`src/rtl/rtc_i2c_pkg.sv`:
```
package rtc_i2c_pkg;

    typedef enum logic [3:0] {
        S_IDLE,
        S_ADDR,
        S_ADDR_ACK,
        S_WORD,
        S_WORD_ACK,
        S_WDATA,
        S_WDATA_ACK,
        S_RDATA,
        S_RACK,
        S_IGNORE
    } bus_state_t;

endpackage

```
`src/rtl/rtc_i2c_line_sync.sv`:
```
module rtc_i2c_line_sync #(
    parameter int STAGES = 2
) (
    input  logic clk,
    input  logic rst_n,
    input  logic scl_i,
    input  logic sda_i,
    output logic scl_s,
    output logic sda_s,
    output logic scl_rise,
    output logic scl_fall,
    output logic start_ev,
    output logic stop_ev
);

    logic [STAGES-1:0] scl_q;
    logic [STAGES-1:0] sda_q;
    logic              scl_p;
    logic              sda_p;

    // Idle bus is high on both lines, so reset to 1.
    always_ff @(posedge clk or negedge rst_n) begin
        if (!rst_n) begin
            scl_q <= '1;
            sda_q <= '1;
            scl_p <= 1'b1;
            sda_p <= 1'b1;
        end else begin
            scl_q <= {scl_q[STAGES-2:0], scl_i};
            sda_q <= {sda_q[STAGES-2:0], sda_i};
            scl_p <= scl_q[STAGES-1];
            sda_p <= sda_q[STAGES-1];
        end
    end

    assign scl_s    = scl_q[STAGES-1];
    assign sda_s    = sda_q[STAGES-1];
    assign scl_rise = scl_s & ~scl_p;
    assign scl_fall = ~scl_s & scl_p;
    assign start_ev = scl_s & scl_p & sda_p & ~sda_s;
    assign stop_ev  = scl_s & scl_p & ~sda_p & sda_s;

endmodule

```
`src/rtl/rtc_i2c_regfile.sv`:
```
module rtc_i2c_regfile #(
    parameter int          NREG     = 8,
    parameter int          DW       = 8,
    parameter int          PW       = 3,
    parameter logic [7:0]  CTRL_RST = 8'h80
) (
    input  logic               clk,
    input  logic               rst_n,
    input  logic               wr_en,
    input  logic [PW-1:0]      wr_addr,
    input  logic [DW-1:0]      wr_data,
    input  logic [PW-1:0]      rd_addr,
    output logic [DW-1:0]      rd_data,
    output logic [NREG*DW-1:0] regs_flat
);

    logic [DW-1:0] mem [NREG];

    for (genvar g = 0; g < NREG; g++) begin : g_reg
        localparam logic [DW-1:0] RST_VAL = (g == NREG - 1) ? DW'(CTRL_RST) : '0;
        always_ff @(posedge clk or negedge rst_n) begin
            if (!rst_n) begin
                mem[g] <= RST_VAL;
            end else if (wr_en && (wr_addr == PW'(g))) begin
                mem[g] <= wr_data;
            end
        end
        assign regs_flat[g*DW +: DW] = mem[g];
    end

    assign rd_data = mem[rd_addr];

endmodule

```
`src/rtl/rtc_i2c_target.sv`:
```
module rtc_i2c_target
    import rtc_i2c_pkg::*;
#(
    parameter logic [6:0] DEV_ADDR    = 7'h68,
    parameter int         NREG        = 8,
    parameter int         DW          = 8,
    parameter int         CLOCK_BYTES = 7,
    parameter int         SYNC_STAGES = 2,
    parameter logic [7:0] CTRL_RST    = 8'h80
) (
    input  logic               clk,
    input  logic               rst_n,
    input  logic               pwr_fail,
    input  logic               scl_i,
    input  logic               sda_i,
    output logic               sda_oe,
    output logic               read_busy,
    output logic [NREG*DW-1:0] regs_o
);

    localparam int             PW        = $clog2(NREG);
    localparam int             CW        = $clog2(DW + 1);
    localparam logic [CW-1:0]  LAST_BIT  = CW'(DW - 1);
    localparam logic [CW-1:0]  FULL_BYTE = CW'(DW);
    localparam logic [PW-1:0]  LAST_CLK  = PW'(CLOCK_BYTES - 1);

    bus_state_t    state, state_d;
    logic [PW-1:0] ptr, ptr_d;
    logic [DW-1:0] sh, sh_d;
    logic [DW-1:0] tx, tx_d;
    logic [CW-1:0] bcnt, bcnt_d;
    logic          mack, mack_d;
    logic          busy, busy_d;
    logic          wr_en;
    logic [DW-1:0] rd_data;

    logic scl_s, sda_s, scl_rise, scl_fall, start_ev, stop_ev;

    rtc_i2c_line_sync #(
        .STAGES(SYNC_STAGES)
    ) u_sync (
        .clk      (clk),
        .rst_n    (rst_n),
        .scl_i    (scl_i),
        .sda_i    (sda_i),
        .scl_s    (scl_s),
        .sda_s    (sda_s),
        .scl_rise (scl_rise),
        .scl_fall (scl_fall),
        .start_ev (start_ev),
        .stop_ev  (stop_ev)
    );

    rtc_i2c_regfile #(
        .NREG     (NREG),
        .DW       (DW),
        .PW       (PW),
        .CTRL_RST (CTRL_RST)
    ) u_regs (
        .clk       (clk),
        .rst_n     (rst_n),
        .wr_en     (wr_en),
        .wr_addr   (ptr),
        .wr_data   (sh),
        .rd_addr   (ptr),
        .rd_data   (rd_data),
        .regs_flat (regs_o)
    );

    // Next-state and datapath decisions.
    always_comb begin
        state_d = state;
        ptr_d   = ptr;
        sh_d    = sh;
        tx_d    = tx;
        bcnt_d  = bcnt;
        mack_d  = mack;
        busy_d  = busy;
        wr_en   = 1'b0;

        if (pwr_fail) begin
            state_d = S_IDLE;
            ptr_d   = '0;
            bcnt_d  = '0;
            busy_d  = 1'b0;
        end else if (start_ev) begin
            state_d = S_ADDR;
            bcnt_d  = '0;
            busy_d  = 1'b0;
        end else if (stop_ev) begin
            state_d = S_IDLE;
            busy_d  = 1'b0;
        end else begin
            unique case (state)
                S_IDLE, S_IGNORE: begin
                    state_d = state;
                end
                S_ADDR, S_WORD, S_WDATA: begin
                    if (scl_rise && (bcnt != FULL_BYTE)) begin
                        sh_d   = {sh[DW-2:0], sda_s};
                        bcnt_d = bcnt + 1'b1;
                    end else if (scl_fall && (bcnt == FULL_BYTE)) begin
                        bcnt_d = '0;
                        if (state == S_ADDR) begin
                            state_d = (sh[DW-1:1] == DEV_ADDR) ? S_ADDR_ACK : S_IGNORE;
                        end else if (state == S_WORD) begin
                            ptr_d   = sh[PW-1:0];
                            state_d = S_WORD_ACK;
                        end else begin
                            wr_en   = 1'b1;
                            ptr_d   = ptr + 1'b1;
                            state_d = S_WDATA_ACK;
                        end
                    end
                end
                S_ADDR_ACK: begin
                    if (scl_fall) begin
                        bcnt_d = '0;
                        if (sh[0]) begin
                            state_d = S_RDATA;
                            tx_d    = rd_data;
                            busy_d  = (ptr <= LAST_CLK);
                        end else begin
                            state_d = S_WORD;
                        end
                    end
                end
                S_WORD_ACK, S_WDATA_ACK: begin
                    if (scl_fall) begin
                        bcnt_d  = '0;
                        state_d = S_WDATA;
                    end
                end
                S_RDATA: begin
                    if (scl_fall) begin
                        if (bcnt == LAST_BIT) begin
                            state_d = S_RACK;
                        end else begin
                            tx_d   = {tx[DW-2:0], 1'b0};
                            bcnt_d = bcnt + 1'b1;
                        end
                    end
                end
                S_RACK: begin
                    if (scl_rise) begin
                        mack_d = ~sda_s;
                        if (!sda_s) begin
                            ptr_d = ptr + 1'b1;
                        end
                    end else if (scl_fall) begin
                        bcnt_d = '0;
                        if (mack) begin
                            state_d = S_RDATA;
                            tx_d    = rd_data;
                            busy_d  = busy | (ptr <= LAST_CLK);
                        end else begin
                            state_d = S_IGNORE;
                            busy_d  = 1'b0;
                        end
                    end
                end
                default: begin
                    state_d = S_IDLE;
                end
            endcase
        end
    end

    // State register and datapath registers.
    always_ff @(posedge clk or negedge rst_n) begin
        if (!rst_n) begin
            state <= S_IDLE;
            ptr   <= '0;
            sh    <= '0;
            tx    <= '0;
            bcnt  <= '0;
            mack  <= 1'b0;
            busy  <= 1'b0;
        end else begin
            state <= state_d;
            ptr   <= ptr_d;
            sh    <= sh_d;
            tx    <= tx_d;
            bcnt  <= bcnt_d;
            mack  <= mack_d;
            busy  <= busy_d;
        end
    end

    // Outputs decoded from the registered state.
    always_comb begin
        sda_oe    = 1'b0;
        read_busy = busy;
        unique case (state)
            S_ADDR_ACK, S_WORD_ACK, S_WDATA_ACK: sda_oe = 1'b1;
            S_RDATA:                             sda_oe = ~tx[DW-1];
            default:                             sda_oe = 1'b0;
        endcase
    end

endmodule

```
`config.mk`:
```
export PLATFORM = sky130hd
export DESIGN_NAME = rtc_i2c_target
export DESIGN_NICKNAME = d
export VERILOG_FILES = /design/src/rtl/rtc_i2c_pkg.sv /design/src/rtl/rtc_i2c_line_sync.sv /design/src/rtl/rtc_i2c_regfile.sv /design/src/rtl/rtc_i2c_target.sv
export SDC_FILE = /design/constraint.sdc
export NUM_CORES = 1
export LEC_CHECK = 0
export ABC_CLOCK_PERIOD_IN_PS = 3300
export BUFFER_PORTS_ARGS = -buffer_cell sky130_fd_sc_hd__buf_2
export CAP_MARGIN = 20
export CORE_UTILIZATION = 57
export DETAILED_ROUTE_END_ITERATION = 7
export PLACE_DENSITY = 0.79
export RECOVER_POWER = 25
export SYNTH_ARGS = -nofsm -noshare
export SYNTH_HDL_FRONTEND = slang
export SYNTH_SLANG_ARGS = --single-unit
```
`constraint.sdc`:
```
create_clock -name clk -period 3.3 [get_ports clk]
set_input_delay 0.165 -clock clk [delete_from_list [all_inputs] [get_ports clk]]
set_output_delay 0.165 -clock clk [all_outputs]
set_load 0.02 [all_outputs]
```
==> impl_metrics.env <==
export IMPL_rsz0062_at_grt="false"
export IMPL_finalSetupViolCount=0
export IMPL_yosysMostFrequentCell="dfrtp_1"
export IMPL_rows=33
export IMPL_cts_buffer_depth=2
export IMPL_tightestPinTransition_ns=2.25
export IMPL_clkSinkCount=99
export IMPL_drt_wl_total_mm=11.9
export IMPL_reg2reg_depth=6
export IMPL_post_cts_buffers=0
export IMPL_track_usage_pct=27.5
export IMPL_worstPathMaxFanout=18
export IMPL_crit_end="tx[6]"
export IMPL_crit_type="flip-flop to flip-flop"
export IMPL_yosys_top_cells_count="dfrtp_1 (92), mux2_2 (58), nand2_1 (34), mux2_1 (24), clkbuf_1 (22)"
export IMPL_violations="capacitance limit, slew limit"
export IMPL_power_density_nw_per_um2=378
export IMPL_clk_pin_slew_ns=0.10
export IMPL_crit_arrival_ns=2.96
export IMPL_viasPerCell=6.20
export IMPL_r2r_end="tx[6]"
export IMPL_dp_cells=567
export IMPL_utilization_pct=67.5
export IMPL_synth_main_ff_cell="dfrtp_1"
export IMPL_period_minus_slack_ns=2.70
export IMPL_area_growth_pct=12.3
export IMPL_ios=71
export IMPL_crit_reg2reg_launch="state[1]"
export IMPL_tns_ns=0
export IMPL_synth_fp_nets=428
export IMPL_chipWidth_um=96.1
export IMPL_wirelength_met1_mm=4.77
export IMPL_portBuffers=70
export IMPL_nFillCells=625
export IMPL_cp_slowest_cell="dfrtp_1"
export IMPL_cts_made_buffers=9
export IMPL_grt_overflow_total=0
export IMPL_drc=0
export IMPL_post_dp_hpwl_mm=8.31
export IMPL_ff2ff_setup_slack_ns=0.60
export IMPL_status="complete, but fails checks"
export IMPL_relSlewSlack_pct=-50.0
export IMPL_yosys_area_top_type="dfrtp_1"
export IMPL_clk_latency_ns=0.37
export IMPL_core_area_um2=8380
export IMPL_wire_per_inst_um=20.3
export IMPL_synth_edf_count=0
export IMPL_holdPathStages=2
export IMPL_p_total_mw=2.14
export IMPL_cp_data_required_time_ns=3.56
export IMPL_leakage_nw=2.79
export IMPL_cp_end_kind="flip-flop"
export IMPL_dieHeight_um=96.1
export IMPL_detailroute_via_count=3631
export IMPL_root_buffer="clkbuf_8"
export IMPL_die_area_um2=9230
export IMPL_fin_crit_sh_pct=81.7
export IMPL_crit_start="state[1]"
export IMPL_dr_pass1_iters=4
export IMPL_ctsHtreeMaxLevel=3
export IMPL_fin_skew_ns=0.0115
export IMPL_cap_violations=1
export IMPL_holdCritPathClass="input port to flip-flop"
export IMPL_cts_tree="done"
export IMPL_nets=489
export IMPL_drive_gt1_share_pct=33.3
export IMPL_crit_chain="nand2_1 > or2_2 > o21ai_0 > nand2_1 > nor3_2 > mux2_2"
export IMPL_route_met2_wl_mm=6.03
export IMPL_slowest_delay_ns=0.68
export IMPL_peakVddDrop_v=0.000382
export IMPL_start_util_pct=60.2
export IMPL_syn_avg_cell_area_um2=12.2
export IMPL_synthCells=415
export IMPL_cpMostUsedCell="nand2_1"
export IMPL_grt_pass1_vias=3564
export IMPL_grt_max_degree=42
export IMPL_detail_route_antenna_nets=0
export IMPL_fmax_mhz=371
export IMPL_top_layer="met4"
export IMPL_syn_area_um2=5040
export IMPL_hold_viol_final=0
export IMPL_gp_congestion=0.971
export IMPL_fin_cells=586
export IMPL_yosysUniqueCellTypes=53
export IMPL_ys_top_cells_by_area="dfrtp_1 (46%), mux2_2 (13%), mux4_2 (7.1%)"
export IMPL_ys_seq_elements=99
export IMPL_hold_ws_ns=0.107
export IMPL_cp_start_kind="flip-flop"
export IMPL_ys_seq_area_share_pct=49.3
export IMPL_antenna_found_initial=0
export IMPL_maxSlewViolCount=42
export IMPL_drt_iter0_markers=194
export IMPL_diodes=0
export IMPL_yosysWarnings=0
export IMPL_synthDominantCellAreaShare_pct=45.7
export IMPL_grt_pass1_wl_mm=18.4
export IMPL_synthArstFlopShare_pct=100
export IMPL_met3_wirelength_um=759
==> flip-flops by register name, indices dropped and copies added, names as in the netlist <==
signal and flops:
u_sync.scl_q 2, u_sync.sda_q 2, mack 1, u_sync.sda_p 1, bcnt 4, sh 8
u_sync.scl_p 1, read_busy 1, tx 8, u_regs.regs_flat 64, state 4, ptr 3
==> placed cells by master, fill, tap and decap left out, types with 3 or more instances in the layout <==
cell type      Yosys  routed
nand2b_1           8       8
mux4_2            16      16
nand3_1            6       6
dlygate4sd3_1      0       3
inv_1             14      14
o31ai_1            4       4
nand2_1           34      34
nor2b_1            3       3
buf_2              4      48
inv_6              0       3
nor3_1             8       8
mux2i_1            6       6
clkbuf_8           0      10
a21o_1             4       4
mux2_2            58      58
nand3b_1           3       3
a31oi_1            8       8
o21ai_0           11      11
clkbuf_1          22      22
and2_1             3       3
ha_1               8       8
mux2_1            24      24
dfstp_2            7       5
o22ai_1            3       3
a21oi_1           10      10
dfrtp_1           92      92
nor2_1            20      20
buf_4              0       6
nand2_2            3       3
==> worst max-delay path, delay by kind of cell, from the launching register on <==
family	cells	cell delay (ns)
muxes	1	0.41
AOI/OAI and AO/OA	1	0.20
DFF	1	0.68
and+or+nand+nor	4	1.29
==> cell type report <==
class / instances / area [um2] / area share [%]
Clock buffer: 10 / 138 / 2.43
Clock inverter: 6 / 65.1 / 1.15
Inverter: 14 / 52.6 / 0.928
Multi-Input combinational cell: 273 / 2390 / 42.2
Sequential cell: 99 / 2490 / 43.9
Tap cell: 105 / 131 / 2.32
Timing Repair Buffer: 79 / 398 / 7.03
==> what timing repair did <==
action / CTS / global route
hold buffers: 3 / 0
gates resized for setup: 0 / 0
hold endpoints to repair: 34 / 0
==> worst min-delay path by stage <==
stage	start	slack [ns]	end
floorplan	rst_n	-0.13	bcnt[0]
finish	pwr_fail	0.11	ptr[1]
detailed placement	rst_n	0.17	bcnt[2]
global placement	rst_n	0.17	bcnt[2]
global route	pwr_fail	0.12	ptr[1]
CTS	pwr_fail	0.09	ptr[1]
==> metrics by stage <==
step	cell area (um2)	setup WS, ns
2_1_floorplan	5040	0.937
3_3_place_gp	5460	0.665
3_5_place_dp	5460	0.667
4_1_cts	5690	0.630
5_1_grt	5660	0.396
6_report	5660	0.604
==> where the power goes <==
| part | total [mW] | internal (mW) | switching, mW |
|---|---|---|---|
| clock network | 0.786 | 0.320 | 0.466 |
| registers | 1.25 | 1.23 | 0.0279 |
| logic | 0.100 | 0.0347 | 0.0654 |
==> logic make-up (layout without fill, tap and decap cells) <==
| logic type | count (synthesis) | in the layout | share of synthesized area (%) |
|---|---|---|---|
| and+or+nand+nor | 103 | 103 | 10.7 |
| AOI/OAI and AO/OA | 56 | 56 | 7.74 |
| muxes | 104 | 104 | 26.7 |
| adders and majority gates | 8 | 8 | 1.99 |
| buffers and inverters | 43 | 109 | 3.30 |
| xor gates and xnor gates | 2 | 2 | 0.347 |
| DFF | 99 | 99 | 49.3 |
==> layer usage <==
layer  track usage, %  up-vias
li1                 -     1637
met1             35.0     1832
met2             45.8      134
met3             5.06       28
met4             12.8        0
met5                0        -
No activity file was read; power rests on OpenSTA's default activity.
